--- config.mk ---
export PLATFORM = sky130hd
export DESIGN_NAME = gpio_dual_bank
export DESIGN_NICKNAME = d
export VERILOG_FILES = /design/src/rtl/gpio_dual_pkg.sv /design/src/rtl/gpio_sync.sv /design/src/rtl/gpio_addr_dec.sv /design/src/rtl/gpio_bank.sv /design/src/rtl/gpio_dual_bank.sv
export SDC_FILE = /design/constraint.sdc
export NUM_CORES = 1
export LEC_CHECK = 0
export ABC_AREA = 1
export BUFFER_PORTS_ARGS = -buffer_cell sky130_fd_sc_hd__buf_2
export CAP_MARGIN = 5
export CORE_MARGIN = 5
export CORE_UTILIZATION = 50
export CTS_CLUSTER_SIZE = 28
export DETAILED_ROUTE_END_ITERATION = 6
export HOLD_SLACK_MARGIN = 0.12
export PLACE_DENSITY = 0.71
export SLEW_MARGIN = 30
export SYNTH_ARGS = -nofsm -noshare
export SYNTH_HDL_FRONTEND = slang
export SYNTH_HIERARCHICAL = 1
export SYNTH_SLANG_ARGS = --single-unit
export TNS_END_PERCENT = 10
--- constraint.sdc ---
create_clock -name clk -period 2.5 [get_ports clk]
set_clock_uncertainty 0.15 [all_clocks]
set_input_delay 0.5 -clock clk [delete_from_list [all_inputs] [get_ports clk]]
set_output_delay 0.5 -clock clk [all_outputs]
set_load 0.005 [all_outputs]
--- src/rtl/gpio_dual_pkg.sv ---
package gpio_dual_pkg;

    localparam int GPIO_ADDR_W = 6;
    localparam int GPIO_IDX_W  = 4;
    localparam int GPIO_COMMON_WORDS = 7;

    localparam logic [GPIO_ADDR_W-1:0] OFS_LINE_EN = 6'h1C;
    localparam logic [GPIO_ADDR_W-1:0] OFS_SEL     = 6'h3C;

    // Register kind inside a bank; the value equals the word index within the bank.
    typedef enum logic [2:0] {
        RK_DOUT = 3'd0,
        RK_DDIR = 3'd1,
        RK_DIN  = 3'd2,
        RK_POL  = 3'd3,
        RK_PEND = 3'd4,
        RK_IEN  = 3'd5,
        RK_MIRR = 3'd6,
        RK_NONE = 3'd7
    } reg_kind_e;

    typedef enum logic [2:0] {
        TGT_NONE,
        TGT_COMMON,
        TGT_SECURE,
        TGT_LINE_EN,
        TGT_SEL
    } target_e;

endpackage

--- src/rtl/gpio_sync.sv ---
module gpio_sync #(
    parameter int N      = 32,
    parameter int STAGES = 2
) (
    input  logic         clk,
    input  logic         rst_n,
    input  logic [N-1:0] async_in,
    output logic [N-1:0] sync_out
);
    logic [STAGES-1:0][N-1:0] chain;

    always_ff @(posedge clk or negedge rst_n) begin
        if (!rst_n) begin
            chain <= '0;
        end else begin
            chain[0] <= async_in;
            for (int s = 1; s < STAGES; s++) begin
                chain[s] <= chain[s-1];
            end
        end
    end

    assign sync_out = chain[STAGES-1];

endmodule

--- src/rtl/gpio_addr_dec.sv ---
module gpio_addr_dec
    import gpio_dual_pkg::*;
(
    input  logic [GPIO_ADDR_W-1:0] addr,
    input  logic                   priv_ok,
    output target_e                target,
    output reg_kind_e              kind,
    output logic                   permit
);
    logic [GPIO_IDX_W-1:0] idx;
    assign idx = addr[GPIO_ADDR_W-1:2];

    always_comb begin
        target = TGT_NONE;
        kind   = RK_NONE;
        if (addr[1:0] == 2'b00) begin
            unique case (idx[3])
                1'b0: begin
                    if (idx[2:0] == 3'd7) begin
                        target = TGT_LINE_EN;
                    end else begin
                        target = TGT_COMMON;
                        kind   = reg_kind_e'(idx[2:0]);
                    end
                end
                1'b1: begin
                    if (idx[2:0] == 3'd7) begin
                        target = TGT_SEL;
                    end else begin
                        target = TGT_SECURE;
                        kind   = reg_kind_e'(idx[2:0]);
                    end
                end
                default: target = TGT_NONE;
            endcase
        end
    end

    assign permit = (target == TGT_COMMON) || priv_ok;

endmodule

--- src/rtl/gpio_bank.sv ---
module gpio_bank
    import gpio_dual_pkg::*;
#(
    parameter int N = 32
) (
    input  logic         clk,
    input  logic         rst_n,
    input  logic         wr_stb,
    input  reg_kind_e    wr_kind,
    input  logic [N-1:0] wr_data,
    input  logic [N-1:0] owned,
    input  logic [N-1:0] pin_sync,
    output logic [N-1:0] r_dout,
    output logic [N-1:0] r_ddir,
    output logic [N-1:0] r_pol,
    output logic [N-1:0] r_pend,
    output logic [N-1:0] r_ien
);
    logic [N-1:0] hit;
    logic [N-1:0] clr;

    assign hit = owned & ~(pin_sync ^ r_pol);
    assign clr = (wr_stb && wr_kind == RK_PEND) ? wr_data : '0;

    always_ff @(posedge clk or negedge rst_n) begin
        if (!rst_n) begin
            r_dout <= '0;
            r_ddir <= '0;
            r_pol  <= '0;
            r_pend <= '0;
            r_ien  <= '0;
        end else begin
            if (wr_stb) begin
                case (wr_kind)
                    RK_DOUT: r_dout <= wr_data;
                    RK_DDIR: r_ddir <= wr_data;
                    RK_POL:  r_pol  <= wr_data;
                    RK_IEN:  r_ien  <= wr_data;
                    default: ;
                endcase
            end
            r_pend <= (r_pend | hit) & ~clr;
        end
    end


    flag_set_needs_match_chk: assert property (@(posedge clk) disable iff (!rst_n)
        ((r_pend & ~$past(r_pend)) & ~$past(hit)) == '0);


    flag_clear_takes_effect_chk: assert property (@(posedge clk) disable iff (!rst_n)
        (wr_stb && wr_kind == RK_PEND) |=> ((r_pend & $past(wr_data)) == '0));

endmodule

--- src/rtl/gpio_dual_bank.sv ---
module gpio_dual_bank
    import gpio_dual_pkg::*;
#(
    parameter int NLINES      = 32,
    parameter int DATA_W      = 32,
    parameter int SYNC_STAGES = 2
) (
    input  logic                   clk,
    input  logic                   rst_n,
    input  logic                   priv_ok,
    input  logic                   bus_we,
    input  logic [GPIO_ADDR_W-1:0] bus_addr,
    input  logic [DATA_W-1:0]      bus_wdata,
    output logic [DATA_W-1:0]      bus_rdata,
    input  logic [NLINES-1:0]      pin_in,
    output logic [NLINES-1:0]      pin_out,
    output logic [NLINES-1:0]      pin_oe,
    output logic                   irq_out
);
    typedef logic [NLINES-1:0] lines_t;

    target_e   target;
    reg_kind_e kind;
    logic      permit;
    logic      wr_ok;
    lines_t    wr_lines;
    lines_t    pin_sync;
    lines_t    r_sel, r_line_en;
    lines_t    c_dout, c_ddir, c_pol, c_pend, c_ien;
    lines_t    s_dout, s_ddir, s_pol, s_pend, s_ien;
    lines_t    rd_lines;

    assign wr_lines = lines_t'(bus_wdata);
    assign wr_ok    = bus_we && permit;

    gpio_addr_dec u_dec (
        .addr    (bus_addr),
        .priv_ok (priv_ok),
        .target  (target),
        .kind    (kind),
        .permit  (permit)
    );

    gpio_sync #(.N(NLINES), .STAGES(SYNC_STAGES)) u_sync (
        .clk      (clk),
        .rst_n    (rst_n),
        .async_in (pin_in),
        .sync_out (pin_sync)
    );

    gpio_bank #(.N(NLINES)) u_common (
        .clk      (clk),
        .rst_n    (rst_n),
        .wr_stb   (wr_ok && target == TGT_COMMON),
        .wr_kind  (kind),
        .wr_data  (wr_lines),
        .owned    (r_sel),
        .pin_sync (pin_sync),
        .r_dout   (c_dout),
        .r_ddir   (c_ddir),
        .r_pol    (c_pol),
        .r_pend   (c_pend),
        .r_ien    (c_ien)
    );

    gpio_bank #(.N(NLINES)) u_secure (
        .clk      (clk),
        .rst_n    (rst_n),
        .wr_stb   (wr_ok && target == TGT_SECURE),
        .wr_kind  (kind),
        .wr_data  (wr_lines),
        .owned    (~r_sel),
        .pin_sync (pin_sync),
        .r_dout   (s_dout),
        .r_ddir   (s_ddir),
        .r_pol    (s_pol),
        .r_pend   (s_pend),
        .r_ien    (s_ien)
    );

    always_ff @(posedge clk or negedge rst_n) begin
        if (!rst_n) begin
            r_sel     <= '0;
            r_line_en <= '0;
        end else if (wr_ok) begin
            if (target == TGT_SEL)     r_sel     <= wr_lines;
            if (target == TGT_LINE_EN) r_line_en <= wr_lines;
        end
    end

    function automatic lines_t bank_view(input reg_kind_e k, input lines_t dout,
                                         input lines_t ddir, input lines_t pol,
                                         input lines_t pend, input lines_t ien,
                                         input lines_t din);
        case (k)
            RK_DOUT: return dout;
            RK_DDIR: return ddir;
            RK_DIN:  return din;
            RK_POL:  return pol;
            RK_PEND: return pend;
            RK_IEN:  return ien;
            RK_MIRR: return din;
            default: return '0;
        endcase
    endfunction

    always_comb begin
        rd_lines = '0;
        if (permit) begin
            unique case (target)
                TGT_COMMON:  rd_lines = bank_view(kind, c_dout, c_ddir, c_pol, c_pend, c_ien, pin_sync);
                TGT_SECURE:  rd_lines = bank_view(kind, s_dout, s_ddir, s_pol, s_pend, s_ien, pin_sync);
                TGT_LINE_EN: rd_lines = r_line_en;
                TGT_SEL:     rd_lines = r_sel;
                default:     rd_lines = '0;
            endcase
        end
    end

    assign bus_rdata = DATA_W'(rd_lines);

    for (genvar g = 0; g < NLINES; g++) begin : g_line
        assign pin_out[g] = r_sel[g] ? c_dout[g] : s_dout[g];
        assign pin_oe[g]  = (r_sel[g] ? c_ddir[g] : s_ddir[g]) & r_line_en[g];
    end

    assign irq_out = |(c_pend & c_ien);


    irq_quiet_when_masked_chk: assert property (@(posedge clk) disable iff (!rst_n)
        (c_ien == '0) |-> !irq_out);


    sel_denied_write_chk: assert property (@(posedge clk) disable iff (!rst_n)
        (bus_we && !priv_ok && bus_addr == OFS_SEL) |=> $stable(r_sel));


    line_en_denied_write_chk: assert property (@(posedge clk) disable iff (!rst_n)
        (bus_we && !priv_ok && bus_addr == OFS_LINE_EN) |=> $stable(r_line_en));

endmodule

==> results.json <==
{
  "ios": 171,
  "crit_slowest_cell": "buf_12",
  "use_met3_pct": 4.99,
  "dieArea_sq_um": 50900,
  "initial_core_util_pct": 50.3,
  "ys_ff_latch": 448,
  "overflow": 0,
  "postSynthAreaPerCell_sq_um": 7.29,
  "cp_num_buf_inv": 8,
  "synth_area_leaders": "dfrtp_1 (48%), nand2_1 (16%), o21ai_0 (8.4%), inv_1 (8.1%), nand3_1 (4.9%)",
  "areaGrowthSynthToFinish_pct": 25.6,
  "antenna_cells": 0,
  "worstReg2RegStart": "r_sel[18]$_DFFE_PN0P_",
  "cts_inserted_buffers": 49,
  "cp_top_family": "buffers and inverters",
  "vias": 23100,
  "synth_edf_count": 0,
  "met2_usage_pct": 50.3,
  "cts_sinks": 448,
  "synth.largest_area_cell": "dfrtp_1",
  "grt_use_met1_pct": 38.8,
  "place_area_sq_um": 25600,
  "powerDensity_nw_per_um2": 591,
  "path_cells": "buf_6 > nor2_4 > buf_8 > nand2_8 > nor2_4 > buf_8 > buf_12 > buf_6 > buf_6 > nand3_2 > nand2_1 > nor2_1 > nand2_1 > nand2_1 > nand3_2 > nand2_2 > inv_2 > buf_6",
  "synth_ff_type": "dfrtp_1",
  "r2r_slack_ps": 1370,
  "grt_max_degree": 59,
  "rsz0062_at_grt": "true",
  "grt_pass1_wl_um": 122000,
  "antenna_found_initial": 0,
  "max_stage_delay_ps": 170,
  "num-nets-final": 3517,
  "arrival_ps": 2250,
  "avgViaCountPerCell": 5.65,
  "layout-drive-gt1-share_pct": 16.1,
  "outcome": "complete, but fails checks",
  "violations": "setup timing",
  "clk_pin_slew_ps": 60,
  "dp_slack_ps": -591,
  "clk_path_buf_depth": 3,
  "syn_area_sq_um": 23300,
  "finalCoreUtilization_pct": 63.2,
  "critical_path_class": "in -> out",
  "core-area_sq_um": 46300,
  "period_share_pct": 116,
  "setup_ws_ps": -396,
  "portBuffers": 170,
  "ys_types": 25,
  "startpoint_type": "primary input",
  "hpwl_um": 49600,
  "synth_top_area_share_pct": 48.2,
  "hold_end": "u_sync/sync_out[21]$_DFF_PN0_",
  "finalSetupViolations": 33,
  "routed_wl_um": 78300,
  "leakagePower_nw": 15.3,
  "path_max_fanout": 7,
  "end_kind": "primary output",
  "min_path_type": "reg -> reg",
  "first_pass_iters": 6,
  "drc_errors": 0,
  "row_count": 79,
  "drt_iter0_markers": 2660,
  "die_w_um": 226,
  "r2r_cells": 3,
  "slew-limit-headroom_pct": 61.0,
  "fin_crit_ps": 2900,
  "clockRootBuffer": "clkbuf_16",
  "required_ps": 1850,
  "clk_latency_ps": 600,
  "place.gp.congestion": 0.913,
  "holdPathStages": 0,
  "finalHoldViolCount": 0,
  "cp_common_cell": "buf_6",
  "final_cells": 4087,
  "routedWlPerCell_um": 19.2,
  "synth_nets": 3264,
  "tritoncts": "done",
  "min_from": "u_sync/chain[21]$_DFF_PN0_",
  "dp_cells": 3901,
  "vdd_drop_max_mv": 0.502,
  "worstMarginPinSlew_ps": 586,
  "r2r-end": "u_secure/r_pend[18]$_DFF_PN0_",
  "busiest_layer": "met2",
  "ys_seq_area_share_pct": 48.2,
  "die_h_um": 226,
  "syn_inst": 3189,
  "maxSlewViolCount": 0,
  "route.antenna.remaining_nets": 0,
  "first_global_vias": 22700,
  "synthArstFlopShare_pct": 100,
  "clock.fmax_ghz": 0.345,
  "fill_cells": 3930,
  "cts_max_level": 2,
  "max_cap_violations": 0,
  "design_area_sq_um": 29200,
  "grtUsageTotal_pct": 30.2,
  "ys.warnings.count": 6
}
==> layer usage <==
metal | routed length, um | up-vias
li1 | - | 10600
met1 | 29800 | 10900
met2 | 37100 | 1304
met3 | 7440 | 286
met4 | 4010 | 0
met5 | 0 | -
==> worst max-delay path by stage <==
stage | from | end | slack (ps) | cells after the start
after global placement | bus_addr[2] | bus_rdata[28] | -620 | 17
after detailed placement | bus_addr[2] | bus_rdata[18] | -590 | 15
after floorplan | bus_addr[2] | bus_rdata[11] | -110 | 15
after CTS | bus_addr[4] | bus_rdata[20] | -380 | 16
after global routing | bus_addr[1] | bus_rdata[30] | -480 | 18
final | bus_addr[1] | bus_rdata[28] | -400 | 18
==> synth_stat cells, types with 2 or more instances <==
cell type / n
nor2_2: 5
dfrtp_1: 448
o21ai_1: 26
a21oi_1: 96
buf_1: 10
clkbuf_2: 18
nand3_1: 227
inv_2: 2
buf_2: 80
nor2_1: 138
inv_1: 499
nand2_2: 6
o21ai_0: 390
buf_6: 2
clkbuf_1: 38
nor3_1: 4
nand4_1: 169
nand4_2: 2
buf_4: 52
nor2_4: 2
nand2_1: 971
==> cells by family (layout without fill, tap and decap cells) <==
| family | after synthesis | in the layout | synth area share, % |
|---|---|---|---|
| adders and majority gates | 1 | 1 | 0.0538 |
| buffers and inverters | 702 | 993 | 12.8 |
| and+or+nand+nor | 1525 | 1525 | 27.9 |
| DFF | 448 | 448 | 48.2 |
| AOI/OAI and AO/OA | 513 | 513 | 11.1 |
==> stage by stage <==
| stage | power [W] | hold slack, ps | setup TNS [ps] |
|---|---|---|---|
| 2_1_floorplan | 0.00867 | 54.4 | -8000 |
| 3_3_place_gp | 0.00932 | 183 | -159800 |
| 3_5_place_dp | 0.00937 | 185 | -163040 |
| 4_1_cts | 0.0174 | 194 | -10720 |
| 5_1_grt | 0.0179 | 201 | -14000 |
| 6_report | 0.0173 | 191 | -10270 |
==> power by group <==
part           internal (W)  switching, W
sequential          0.00756      0.000295
clock               0.00482       0.00299
combinational      0.000585       0.00102
total                0.0130       0.00431
==> layout make-up <==
type	instances	area [sq um]	area share, %
clock inverters	17	269	0.921
inverters	502	1910	6.52
repair buffers	402	3930	13.5
multi-input cells	2039	9650	33.0
clock buffers	72	1490	5.08
flip-flops and latches	448	11200	38.4
well taps	607	759	2.60
==> worst register-to-register path: stages, from the launching register on <==
cell and delay (ps):
dfrtp_1 420, inv_1 210, nand3_1 110, a21oi_1 140
==> timing repair <==
item,CTS,global route
hold buffers,65,0
gates cloned,7,8
resized for setup,147,60
endpoints found under the setup margin,33,35
setup buffers,15,3
pin swaps,28,42
hold endpoints to repair,195,0
==> layout by cell type (no fill, tap or decap), drive strengths merged <==
cell | synthesis | final
a21oi | 96 | 96
a22o | 1 | 1
buf | 144 | 329
bufinv | 0 | 7
clkbuf | 56 | 80
clkinv | 1 | 8
clkinvlp | 0 | 2
dfrtp | 448 | 448
dlygate4sd3 | 0 | 65
ha | 1 | 1
inv | 501 | 502
nand2 | 977 | 977
nand3 | 227 | 227
nand4 | 171 | 171
nor2 | 145 | 145
nor3 | 4 | 4
nor4 | 1 | 1
o21ai | 416 | 416
Note: power is estimated with default switching activity, not from simulation.
